--- config.mk ---
export PLATFORM = sky130hd
export DESIGN_NAME = frame_aligner
export DESIGN_NICKNAME = d
export VERILOG_FILES = /design/src/rtl/fa_pkg.sv /design/src/rtl/fa_window.sv /design/src/rtl/fa_frame_check.sv /design/src/rtl/fa_align_fsm.sv /design/src/rtl/frame_aligner.sv
export SDC_FILE = /design/constraint.sdc
export NUM_CORES = 1
export LEC_CHECK = 0
export BUFFER_PORTS_ARGS = -buffer_cell sky130_fd_sc_hd__buf_2
export CAP_MARGIN = 20
export CORE_MARGIN = 2
export CORE_UTILIZATION = 45
export DETAILED_ROUTE_END_ITERATION = 6
export HOLD_SLACK_MARGIN = 0.1
export PLACE_DENSITY_LB_ADDON = 0.25
export SYNTH_ARGS = -nofsm -noshare
export SYNTH_HDL_FRONTEND = slang
export SYNTH_SLANG_ARGS = --single-unit
--- constraint.sdc ---
create_clock -name clk_i -period 3 [get_ports clk_i]
set_input_delay 0.15 -clock clk_i [delete_from_list [all_inputs] [get_ports clk_i]]
set_output_delay 0.15 -clock clk_i [all_outputs]
set_load 0.01 [all_outputs]
--- src/rtl/fa_pkg.sv ---
package fa_pkg;
  // Alignment search states
  typedef enum logic [1:0] {
    ST_HUNT   = 2'd0,
    ST_VERIFY = 2'd1,
    ST_LOCKED = 2'd2
  } align_st_e;
endpackage

--- src/rtl/fa_window.sv ---
// Sliding window over the most recent FRAME_W received bits.
// The oldest bit sits at index 0, the newest at index FRAME_W-1.
module fa_window #(
  parameter int FRAME_W = 28
) (
  input  logic               clk_i,
  input  logic               rst_i,
  input  logic               bit_i,
  output logic [FRAME_W-1:0] win_o
);
  always_ff @(posedge clk_i) begin
    if (rst_i) win_o <= '0;
    else       win_o <= {bit_i, win_o[FRAME_W-1:1]};
  end
endmodule

--- src/rtl/fa_frame_check.sv ---
// Tests a window as a frame candidate and decodes its payload.
module fa_frame_check #(
  parameter int PAY_W = 24
) (
  input  logic [PAY_W+3:0] win_i,
  output logic             good_o,
  output logic [PAY_W-1:0] word_o
);
  localparam int FRAME_W = PAY_W + 4;
  localparam int BAL_POS = PAY_W + 1;

  logic lead_one, tail_zero, parity_even, invert;

  always_comb begin
    lead_one    = win_i[0];
    tail_zero   = ~win_i[FRAME_W-1];
    parity_even = ~(^win_i[FRAME_W-2:1]);
    invert      = win_i[BAL_POS];
    good_o      = lead_one & tail_zero & parity_even;
    word_o      = win_i[PAY_W:1] ^ {PAY_W{invert}};
  end
endmodule

--- src/rtl/fa_align_fsm.sv ---
// Boundary search: hunt bit by bit, verify a run of good frames,
// then track frames and count consecutive misses.
module fa_align_fsm
  import fa_pkg::*;
#(
  parameter int FRAME_W  = 28,
  parameter int VERIFY_N = 8,
  parameter int LOSS_N   = 4
) (
  input  logic clk_i,
  input  logic rst_i,
  input  logic good_i,
  output logic emit_o,
  output logic lock_set_o,
  output logic lock_clr_o
);
  localparam int PW = $clog2(FRAME_W);
  localparam int VW = $clog2(VERIFY_N + 1);
  localparam int LW = $clog2(LOSS_N + 1);
  localparam logic [PW-1:0] POS_LAST  = PW'(FRAME_W - 1);
  localparam logic [VW-1:0] GOOD_LAST = VW'(VERIFY_N - 1);
  localparam logic [LW-1:0] MISS_LAST = LW'(LOSS_N - 1);

  align_st_e     state;
  logic [PW-1:0] pos;
  logic [VW-1:0] good_cnt;
  logic [LW-1:0] miss_cnt;
  logic          frame_end;

  assign frame_end = (pos == POS_LAST);

  always_comb begin
    emit_o     = 1'b0;
    lock_set_o = 1'b0;
    lock_clr_o = 1'b0;
    case (state)
      ST_VERIFY: begin
        if (frame_end && good_i && good_cnt == GOOD_LAST) begin
          emit_o     = 1'b1;
          lock_set_o = 1'b1;
        end
      end
      ST_LOCKED: begin
        if (frame_end && good_i) emit_o = 1'b1;
        if (frame_end && !good_i && miss_cnt == MISS_LAST) lock_clr_o = 1'b1;
      end
      default: ;
    endcase
  end

  always_ff @(posedge clk_i) begin
    if (rst_i) begin
      state    <= ST_HUNT;
      pos      <= '0;
      good_cnt <= '0;
      miss_cnt <= '0;
    end else begin
      pos <= frame_end ? '0 : pos + 1'b1;
      case (state)
        ST_HUNT: begin
          // every bit position is a candidate; a miss slides by one bit
          if (good_i) begin
            state    <= ST_VERIFY;
            pos      <= '0;
            good_cnt <= VW'(1);
          end
        end
        ST_VERIFY: begin
          if (frame_end) begin
            if (!good_i) begin
              state <= ST_HUNT;
            end else if (good_cnt == GOOD_LAST) begin
              state    <= ST_LOCKED;
              miss_cnt <= '0;
            end else begin
              good_cnt <= good_cnt + 1'b1;
            end
          end
        end
        ST_LOCKED: begin
          if (frame_end) begin
            if (good_i) begin
              miss_cnt <= '0;
            end else if (miss_cnt == MISS_LAST) begin
              state <= ST_HUNT;
            end else begin
              miss_cnt <= miss_cnt + 1'b1;
            end
          end
        end
        default: state <= ST_HUNT;
      endcase
    end
  end
endmodule

--- src/rtl/frame_aligner.sv ---
// Top: window, candidate test, search control and registered outputs.
module frame_aligner #(
  parameter int PAY_W    = 24,
  parameter int VERIFY_N = 8,
  parameter int LOSS_N   = 4
) (
  input  logic             clk_i,
  input  logic             rst_i,
  input  logic             ser_bit_i,
  output logic [PAY_W-1:0] data_o,
  output logic             frame_valid_o,
  output logic             lock_o,
  output logic             out_en_o
);
  localparam int FRAME_W = PAY_W + 4;

  logic [FRAME_W-1:0] win;
  logic               good;
  logic [PAY_W-1:0]   word;
  logic               emit, lock_set, lock_clr;

  fa_window #(.FRAME_W(FRAME_W)) u_win (
    .clk_i (clk_i),
    .rst_i (rst_i),
    .bit_i (ser_bit_i),
    .win_o (win)
  );

  fa_frame_check #(.PAY_W(PAY_W)) u_chk_frame (
    .win_i  (win),
    .good_o (good),
    .word_o (word)
  );

  fa_align_fsm #(
    .FRAME_W  (FRAME_W),
    .VERIFY_N (VERIFY_N),
    .LOSS_N   (LOSS_N)
  ) u_fsm (
    .clk_i      (clk_i),
    .rst_i      (rst_i),
    .good_i     (good),
    .emit_o     (emit),
    .lock_set_o (lock_set),
    .lock_clr_o (lock_clr)
  );

  always_ff @(posedge clk_i) begin
    if (rst_i) begin
      data_o        <= '0;
      frame_valid_o <= 1'b0;
      lock_o        <= 1'b0;
      out_en_o      <= 1'b0;
    end else begin
      frame_valid_o <= emit;
      if (emit) data_o <= word;
      if (lock_set) begin
        lock_o   <= 1'b1;
        out_en_o <= 1'b1;
      end
      if (lock_clr) begin
        lock_o   <= 1'b0;
        out_en_o <= 1'b0;
        data_o   <= '0;
      end
    end
  end
endmodule

==> key figures, run 1 <==
Routing
  • Drt pass-1 iters: 4
  • Residual DRC: 0
  • Routed vias: 2099
  • Vias per cell: 5.14
  • Antenna Nets Post-Route: 0
  • Drt initial violations: 87
  • Drt wl/cell: about 13 um
  • Final wirelength: 5230 um

STA
  • FMAX: 0.389 GHz
  • Slew Limit Fails: 0
  • Headroom to the max-slew limit: about half
  • Final Critical Period: 2.57 ns
  • Clock Skews: a little under 0.009 ns
  • Worst-margin pin slew: between 0.7 and 0.8 ns
  • RSZ-0062 raised after global routing: false
  • Hold Vio Cnt, Final: 0
  • Post-route clock period utilization: 85.8%
  • Finish-stage setup viols: 0
  • Setup TNS: 0 ns

Worst setup path
  • CP Class: flip-flop to flip-flop
  • Worst reg2reg setup slack: 0.43 ns
  • Worst path slowest cell: xnor3_2
  • Critical Path Sink Type: flip-flop
  • CP startpoint kind: flip-flop
  • Critical Path Max Stage Delay: 0.49 ns
  • Crit-path cells: xnor2_1 -> xnor2_1 -> xnor3_1 -> xnor3_2 -> nor2_4 -> o21ai_2 -> buf_4 -> a211oi_1
  • Most frequent CP cell: xnor2_1
  • Critical Path AT: 2.83 ns
  • Crit-path max FO: 24
  • WP data required: 3.26 ns

Cells and area
  • Ant. Diodes: 0
  • Fillers: between 500 and 600
  • Share of cells above drive strength 1: 17.8%
  • P&R area growth vs syn: 15.9%
  • Most frequent cells in the layout: dfxtp_1, xnor2_1, nor2_1
  • Most common cell after layout, fill and taps aside: dfxtp_1
  • Final Cell Area: 3390 um2
  • Final nets: 336

Clock network
  • Max H-tree Level: 3
  • Clock sinks: 68
  • Clock tree buffer depth: 2
  • Root buf cell: clkbuf_8
  • Total CTS buffers: 9
  • Clock Latency Late Sink: between 0.3 and 0.4 ns
  • Cts repair resizes: 0
  • Reg clk slew, reported paths: 0.08 ns
  • CTS tree: built

Floorplan
  • Die width: 84.6 um
  • Die Ht: roughly 85 um
  • Row count: 29
  • I/O pins: 30
  • Die area: slightly above 7000 um2
  • Core area: between 6000 and 7000 um2
  • Starting Density: between 40% and 50%

Place
  • I/O Buffers: 29
  • Post-DP HPWL: 3390 um
  • Routability cong.: 0.814
  • Area post-placement: 3130 um2

Synth
  • Post-synthesis register bit count: 68
  • Synthesized area: 2930 um2
  • Top-area cell type share of the netlist area: 46.5%
  • Largest cells by area after synthesis: dfxtp_1, xnor2_1, a211oi_1
  • Number of flops mapped to enable cells by yosys: 0
  • Distinct cells, synth: 45
  • Asr flop ratio synth: 0%
  • Post-synthesis sequential area ratio: 46.5%
  • Synth Area per Inst: 9.78 um2
  • Syn. warnings: 0
  • Net Count, Synth: 309
  • Main synth FF type: dfxtp_1
  • Post-Synthesis Cells: 299
  • Area leader, netlist: dfxtp_1

Global route
  • Largest net degree at the start of global routing: 49
  • First-pass GRT wire length: roughly 9200 um
  • Global Route Usage Sum: between 10% and 20%
  • Vias in the first global route: 1995
  • Initial antenna violation count: 0
  • Grt total ovfl: 0

Power and ir drop
  • Pwr/cell area: 556 nW/um2
  • Max VDD drop: 0.280 mV
  • P_leak: 1.23 nW

Flow run
  • Max_cap viols: 0

Run status
  • Status: complete, no violations

Min path
  • Hold crit path type: input port to flip-flop
-- worst max-delay path: cells and delay by family, from the launching register on --
kind,cells,cell delay (ns)
AO/OA/AOI/OAI,2,0.32
XOR/XNOR,4,1.18
buffers and inverters,1,0.23
flip-flops,1,0.40
AND/OR/NAND/NOR,1,0.36
-- final cells by class --
type                    count  area (um2)  area share, %
flip-flops and latches     68        1360           40.1
clock buffers               9         124           3.65
inverters                   8        30.0          0.886
repair buffers             34         198           5.83
multi-input cells         205        1460           43.0
well taps                  77        96.3           2.84
clock inverters             7         124           3.65
-- state kept, by name, indices dropped and copies added (netlist names) --
| name | count |
|---|---|
| u_fsm.pos | 5 |
| data_o | 24 |
| out_en_o | 1 |
| u_fsm.miss_cnt | 3 |
| u_fsm.good_cnt | 4 |
| u_win.win_o | 28 |
| u_fsm.state | 2 |
| frame_valid_o | 1 |
-- cell usage after synthesis (3+ instances only) --
cell type   n
dfxtp_1    68
xnor2_1    44
nor2_1     30
nor2b_1    29
a211oi_1   26
nand2_1    12
a21oi_1     9
buf_2       9
inv_1       8
clkbuf_1    7
ha_1        7
o21ai_0     7
nand3_1     3
-- power breakdown --
| part | leakage, nW | switching [W] | internal, W |
|---|---|---|---|
| Combinational | 0.565 | 0.0000303 | 0.0000208 |
| Sequential | 0.549 | 0.00000442 | 0.000907 |
| Clock | 0.120 | 0.000366 | 0.000557 |
-- cell families after synthesis --
logic type	synth area share (%)
XOR/XNOR	15.4
multiplexers	0.770
buffers and inverters	3.85
adder cells (fa/ha/maj)	2.99
AO/OA/AOI/OAI	14.0
flip-flops	46.5
AND/OR/NAND/NOR	16.5
-- metal layers --
| metal | track usage (%) | share of wire, % | routed length (um) | up-vias |
|---|---|---|---|---|
| li1 | - | - | - | 1085 |
| met1 | 21.6 | 50 | 2590 | 974 |
| met2 | 24.3 | 45 | 2350 | 31 |
| met3 | 4.42 | 3.5 | 185 | 9 |
| met4 | 7.36 | 2.0 | 102 | 0 |
| met5 | 0 | 0 | 0 | - |
-- per-stage QoR --
step	util, %	setup WS (ns)	std cells	hold slack [ns]	total power (W)
3_5_place_dp	49.6	0.438	391	0.385	0.000984
5_1_grt	53.7	0.222	408	0.418	0.00196
2_1_floorplan	-	0.739	299	0.233	0.000972
3_3_place_gp	49.6	0.509	391	0.389	0.000983
4_1_cts	53.7	0.389	408	0.372	0.00191
6_report	53.7	0.427	408	0.378	0.00189
-- path summary, 6_finish.rpt --
| kind | cells past startpoint | end | start |
|---|---|---|---|
| worst max-delay path | 8 | data_o[9] | u_win.win_o[3] |
| worst min-delay path | 2 | u_win.win_o[22] | rst_i |
| worst max register to register | 8 | data_o[9] | u_win.win_o[3] |
| worst min register to register | 1 | u_win.win_o[26] | u_win.win_o[27] |
-- what timing repair did --
action	CTS	global route
setup buffers	0	0
hold buffers	1	0
hold endpoints to repair	1	0
Power figures use the tool's default switching activity.
==> inputs of run 2 (changes only) <==
- CAP_MARGIN: 20 -> 40
- SYNTH_HIERARCHICAL: unset -> 1
==> key figures, run 2 <==
Place
  • Area post-placement: 3220 um2 (+2.8%)
  • I/O Buffers: 29 (unchanged)
  • Routability cong.: 0.736 (-9.6%)
  • Post-DP HPWL: 3520 um (+4.0%)

Global route
  • Vias in the first global route: 1825 (-8.5%)
  • Grt total ovfl: 0 (unchanged)
  • Initial antenna violation count: 0 (unchanged)
  • First-pass GRT wire length: 8710 um (-5.3%)
  • Global Route Usage Sum: 14.8% (-1.3 points)
  • Largest net degree at the start of global routing: 44 (-10%)

STA
  • Finish-stage setup viols: 0 (unchanged)
  • Worst-margin pin slew: 0.760 ns (-0.0111 ns)
  • RSZ-0062 raised after global routing: false
  • Hold Vio Cnt, Final: 0 (unchanged)
  • Slew Limit Fails: 0 (unchanged)
  • Fin Hold WS: 0.377 ns (-0.000384 ns)
  • Post-route clock period utilization: 89.2% (+3.5 points)
  • Setup TNS: 0 ns (unchanged)
  • Final Critical Period: 2.68 ns (+0.104 ns)
  • FMAX: 0.374 GHz (-3.9%)
  • Clock Skews: 0.00502 ns (-0.00367 ns)
  • Headroom to the max-slew limit: 49.4% (+0.74 points)

Clock network
  • Max H-tree Level: 3 (unchanged)
  • Clock Latency Late Sink: 0.34 ns (about the same)
  • Root buf cell: clkbuf_8
  • CTS tree: built
  • Total CTS buffers: 9 (unchanged)
  • Clock sinks: 68 (unchanged)
  • Reg clk slew, reported paths: 0.07 ns (about the same)
  • Post-CTS Setup Inserts: 0 (unchanged)
  • Clock tree buffer depth: 2 (unchanged)

Cells and area
  • Max FFs per register: 28 (unchanged)
  • Multi-input gate area: 1550 um2 (+6.3%)
  • Final nets: 331 (-1.5%)
  • Final Cell Area: 3460 um2 (+2.1%)
  • Ant. Diodes: 0 (unchanged)
  • Reg area: 1360 um2 (unchanged)
  • Largest regs: u_win/win_o: 28 flops, data_o: 24 flops, u_fsm/pos: 5 flops
  • P&R area growth vs syn: 12.6%
  • Most common cell after layout, fill and taps aside: dfxtp_1
  • Top reg by flops: u_win/win_o
  • Most frequent cells in the layout: dfxtp_1, nor2_1, buf_2
  • Share of cells above drive strength 1: 23.1% (+5.3 points)
  • Fillers: 624 (+9.3%)

Worst setup path
  • WP data required: 3.22 ns (-0.04 ns)
  • Crit-path cells: xnor2_1 -> xnor2_1 -> xnor3_1 -> xnor3_1 -> nor3b_4 -> nand2_1 -> o32ai_2 -> nand2_2 -> mux2_1
  • Crit-path max FO: 6 (-75%)
  • CP Class: flip-flop to flip-flop
  • Critical Path AT: 2.90 ns (+0.07 ns)
  • Critical Path Sink Type: flip-flop
  • Worst path slowest cell: xnor3_1
  • CP startpoint kind: flip-flop
  • Critical Path Max Stage Delay: 0.43 ns (-0.06 ns)

Floorplan
  • Die width: 86.7 um (+2.4%)
  • Die area: 7510 um2 (+4.9%)
  • Row count: 30 (+3.4%)
  • Core area: 6720 um2 (+6.4%)
  • I/O pins: 30 (unchanged)
  • Starting Density: 45.8% (-0.58 points)
  • Die Ht: 86.7 um (+2.4%)

Synth
  • Synthesized area: 3070 um2 (+5.1%)
  • Main synth FF type: dfxtp_1
  • Net Count, Synth: 300 (-2.9%)
  • Asr flop ratio synth: 0% (unchanged)
  • Area leader, netlist: dfxtp_1
  • Top-area cell type share of the netlist area: 44.3% (-2.3 points)
  • Number of flops mapped to enable cells by yosys: 0 (unchanged)
  • Post-synthesis sequential area ratio: 44.3% (-2.3 points)
  • Post-synthesis register bit count: 68 (unchanged)
  • Post-Synthesis Cells: 289 (-3.3%)
  • Largest cells by area after synthesis: dfxtp_1, mux2i_1, xor2_1
  • Count leader, synth: dfxtp_1
  • Syn. warnings: 6 (+6)
  • Distinct cells, synth: 47 (+4.4%)
  • Synth Area per Inst: 10.6 um2 (+8.7%)
  • Commonest cells in the synthesized netlist: dfxtp_1, nor2_1, xor2_1

Routing
  • Drt wl/cell: 12.7 um (-0.97%)
  • Drt pass-1 iters: 4 (unchanged)
  • Final wirelength: 5140 um (-1.7%)
  • Antenna Nets Post-Route: 0 (unchanged)
  • Residual DRC: 0 (unchanged)
  • Routed vias: 1952 (-7.0%)
  • Drt initial violations: 46 (-47%)
  • Vias per cell: 4.82 (-6.3%)

Min path
  • Hold crit path type: input port to flip-flop

Run status
  • Status: complete, no violations

Power and ir drop
  • Pwr/cell area: 529 nW/um2 (-5.0%)
  • Max VDD drop: 0.219 mV (-22%)
  • P_leak: 1.51 nW (+22%)

Flow run
  • Max_cap viols: 0 (unchanged)
## run 2: cell families (layout without fill, tap and decap cells)
group / after synthesis / in the layout / synth area share (%)
simple gates: 96 / 96 / 17.6
xor+xnor: 48 / 48 / 14.8
flops: 68 / 68 / 44.3
compound gates: 20 / 20 / 5.86
fa+ha+maj: 8 / 8 / 3.26
buf+inv: 23 / 59 / 5.62
mux: 26 / 26 / 8.55
## run 2: report_power, final
part / internal (W) / total (W) / switching, W
clock network: 0.000491 / 0.000844 / 0.000353
registers: 0.000909 / 0.000914 / 0.00000522
logic: 0.0000304 / 0.0000722 / 0.0000418
## run 2: final cells by class
cell class              count  area share [%]
multi-input cells         198            44.7
well taps                  80            2.89
clock buffers              10            3.98
repair buffers             36            5.78
inverters                   7           0.759
clock inverters             6            2.53
flip-flops and latches     68            39.3
## run 2: metrics by stage
step | total power, W | setup WS [ns] | util (%) | cells
5_1_grt | 0.00190 | 0.0697 | 51.5 | 405
3_3_place_gp | 0.00101 | 0.320 | 47.9 | 388
3_5_place_dp | 0.00101 | 0.279 | 47.9 | 388
2_1_floorplan | 0.000998 | 0.612 | - | 289
4_1_cts | 0.00185 | 0.247 | 51.4 | 405
6_report | 0.00183 | 0.323 | 51.5 | 405
## run 2: worst max-delay path, delay by kind of cell, from the launching register on
family	cells	cell delay, ns
flip-flops	1	0.42
AND/OR/NAND/NOR	3	0.64
AO/OA/AOI/OAI	1	0.24
XOR/XNOR	4	0.96
multiplexers	1	0.32
## run 2: final timing paths
check,start,to,slack (ns),cells after the start
worst max-delay path,u_win/win_o[21],u_fsm/miss_cnt[0],0.32,9
worst min-delay path,rst_i,u_fsm/good_cnt[3],0.38,2
worst max register to register,u_win/win_o[21],u_fsm/miss_cnt[0],0.32,9
worst min register to register,u_fsm/pos[0],u_fsm/pos[0],0.45,1
## run 2: per-layer routing
metal | vias to the layer above | track usage, % | part of all wire, %
met3 | 8 | 3.24 | 3.1
met4 | 0 | 6.82 | 1.3
met1 | 904 | 19.9 | 50
met5 | - | 0 | 0
li1 | 1013 | - | -
met2 | 27 | 22.8 | 45
## run 2: what timing repair did
action | in CTS | in global routing
setup endpoints to repair | 0 | 1
hold endpoints to repair | 1 | 0
hold buffers | 1 | 0
resized for setup | 0 | 1
==> inputs of run 3 (changes only) <==
- PLACE_DENSITY_LB_ADDON: 0.25 -> unset
==> key figures, run 3 (synthesized netlist as in run 2, its figures left out) <==
Run status
  • Status: complete, no violations

Worst setup path
  • Critical Path Max Stage Delay: 0.42 ns (about the same)
  • CP Class: flip-flop to flip-flop
  • Critical Path Sink Type: flip-flop
  • Critical Path AT: 2.92 ns (+0.02 ns)
  • Crit-path leading delay family: XOR/XNOR gates
  • CP startpoint kind: flip-flop
  • Worst path slowest cell: dfxtp_1
  • Crit-path cells: xnor2_1 -> xnor2_1 -> xnor3_1 -> xnor3_1 -> nor3b_4 -> nand2_1 -> o32ai_2 -> nand2_2 -> mux2_1
  • Buf+Inv Stages, Crit Path: 0 (unchanged)
  • Crit-path max FO: 6 (unchanged)
  • WP data required: 3.23 ns (about the same)

Cells and area
  • Reg area: 1360 um2 (unchanged)
  • Final nets: 330 (-0.30%)
  • Share of cells above drive strength 1: 21.7% (-1.4 points)
  • Max FFs per register: 28 (unchanged)
  • Ant. Diodes: 0 (unchanged)
  • Most frequent cells in the layout: dfxtp_1, nor2_1, buf_2
  • Multi-input gate area: 1550 um2 (unchanged)
  • Largest regs: u_win/win_o: 28 flops, data_o: 24 flops, u_fsm/pos: 5 flops
  • Fillers: 637 (+2.1%)
  • P&R area growth vs syn: 11.4%
  • Top reg by flops: u_win/win_o
  • Most common cell after layout, fill and taps aside: dfxtp_1

Global route
  • Largest net degree at the start of global routing: 26 (-41%)
  • Initial antenna violation count: 0 (unchanged)
  • Vias in the first global route: 1873 (+2.6%)
  • Global Route Usage Sum: 15.5% (+0.67 points)
  • First-pass GRT wire length: 8950 um (+2.7%)
  • Grt total ovfl: 0 (unchanged)

STA
  • Post-route clock period utilization: 89.8% (+0.56 points)
  • Finish-stage setup viols: 0 (unchanged)
  • Setup TNS: 0 ns (unchanged)
  • Clock Skews: 0.00524 ns (+0.000221 ns)
  • Headroom to the max-slew limit: 74.4% (+25 points)
  • Final Critical Period: 2.69 ns (+0.0167 ns)
  • Fin Hold WS: 0.201 ns (-0.176 ns)
  • Hold Vio Cnt, Final: 0 (unchanged)
  • Slew Limit Fails: 0 (unchanged)
  • RSZ-0062 raised after global routing: false
  • FMAX: 0.371 GHz (-0.62%)
  • Worst-margin pin slew: 0.384 ns (-0.376 ns)

Power and ir drop
  • Pwr/cell area: 500 nW/um2 (-5.4%)
  • P_leak: 1.48 nW (-1.7%)
  • Max VDD drop: 0.287 mV (+31%)
  • Design Power: 0.00171 W (-6.4%)

Clock network
  • Max H-tree Level: 3 (unchanged)
  • Total CTS buffers: 9 (unchanged)
  • Clock sinks: 68 (unchanged)
  • Root buf cell: clkbuf_8
  • Clock tree buffer depth: 2 (unchanged)
  • Post-CTS Setup Inserts: 0 (unchanged)
  • CTS tree: built
  • Clock Latency Late Sink: 0.34 ns (about the same)
  • Reg clk slew, reported paths: 0.07 ns (about the same)

Routing
  • Drt initial violations: 53 (+15%)
  • Antenna Nets Post-Route: 0 (unchanged)
  • Drt pass-1 iters: 6 (+2)
  • Final wirelength: 5100 um (-0.66%)
  • Drt wl/cell: 12.7 um (-0.17%)
  • Residual DRC: 0 (unchanged)
  • Routed vias: 1916 (-1.8%)
  • Vias per cell: 4.75 (-1.4%)

Place
  • Post-DP HPWL: 3430 um (-2.8%)
  • I/O Buffers: 29 (unchanged)
  • Routability cong.: 0.768 (+4.4%)

Floorplan
  • Die Ht: 86.7 um (unchanged)
  • Die area: 7510 um2 (unchanged)
  • Row count: 30 (unchanged)
  • I/O pins: 30 (unchanged)
  • Die width: 86.7 um (unchanged)
  • Core area: 6720 um2 (unchanged)
  • Starting Density: 45.8% (unchanged)

Min path
  • Hold crit path type: input port to flip-flop

Flow run
  • Max_cap viols: 0 (unchanged)
==> run 3: cell count changes in the layout (fill, tap and decap cells not counted) <==
| cell | previous run | this run |
|---|---|---|
| buf_12 | 0 | 1 |
| buf_4 | 6 | 4 |
| bufinv_16 | 2 | 1 |
| clkbuf_1 | 0 | 3 |
| clkinv_2 | 2 | 1 |
| clkinv_4 | 2 | 0 |
==> run 3: cell type report <==
| class | instances | share of cell area [%] |
|---|---|---|
| Tap cell | 80 | 2.92 |
| Timing Repair Buffer | 35 | 5.99 |
| Clock buffer | 13 | 4.35 |
| Clock inverter | 2 | 1.02 |
| Multi-Input combinational cell | 198 | 45.2 |
| Sequential cell | 68 | 39.7 |
| Inverter | 7 | 0.767 |
==> run 3: stage by stage <==
step / utilization [%] / std cells / setup slack, ns / cell area (um2)
6_report: 51.0 / 403 / 0.306 / 3430
5_1_grt: 51.0 / 403 / 0.0479 / 3430
4_1_cts: 50.9 / 403 / 0.191 / 3420
3_5_place_dp: 48.0 / 387 / 0.213 / 3230
3_3_place_gp: 48.0 / 387 / 0.281 / 3230
2_1_floorplan: - / 289 / 0.612 / 3070
==> run 3: layer usage <==
layer  vias up  part of all wire, %  GRT usage (%)
met5         -                    0              0
met4         0                  1.6           6.82
met3         7                  2.7           4.86
met2        27                   45           23.5
met1       877                   51           20.3
li1       1005                    -              -
==> run 3: what timing repair did <==
action | CTS | global route
setup endpoints to repair | 0 | 15
hold endpoints to repair | 1 | 0
gates resized for setup | 0 | 1
hold buffers | 1 | 0
==> run 3: power by group <==
| part | switching (W) | internal [W] | total [W] |
|---|---|---|---|
| registers | 0.00000507 | 0.000910 | 0.000915 |
| logic | 0.0000410 | 0.0000302 | 0.0000712 |
| clock network | 0.000326 | 0.000402 | 0.000728 |
==> run 3: final timing paths <==
path	start	to	slack [ns]	cells past startpoint
max reg2reg	u_win/win_o[21]	u_fsm/miss_cnt[0]	0.31	9
min reg2reg	u_fsm/pos[0]	u_fsm/pos[0]	0.46	1
min	rst_i	u_fsm/good_cnt[3]	0.20	2
max	u_win/win_o[21]	u_fsm/miss_cnt[0]	0.31	9
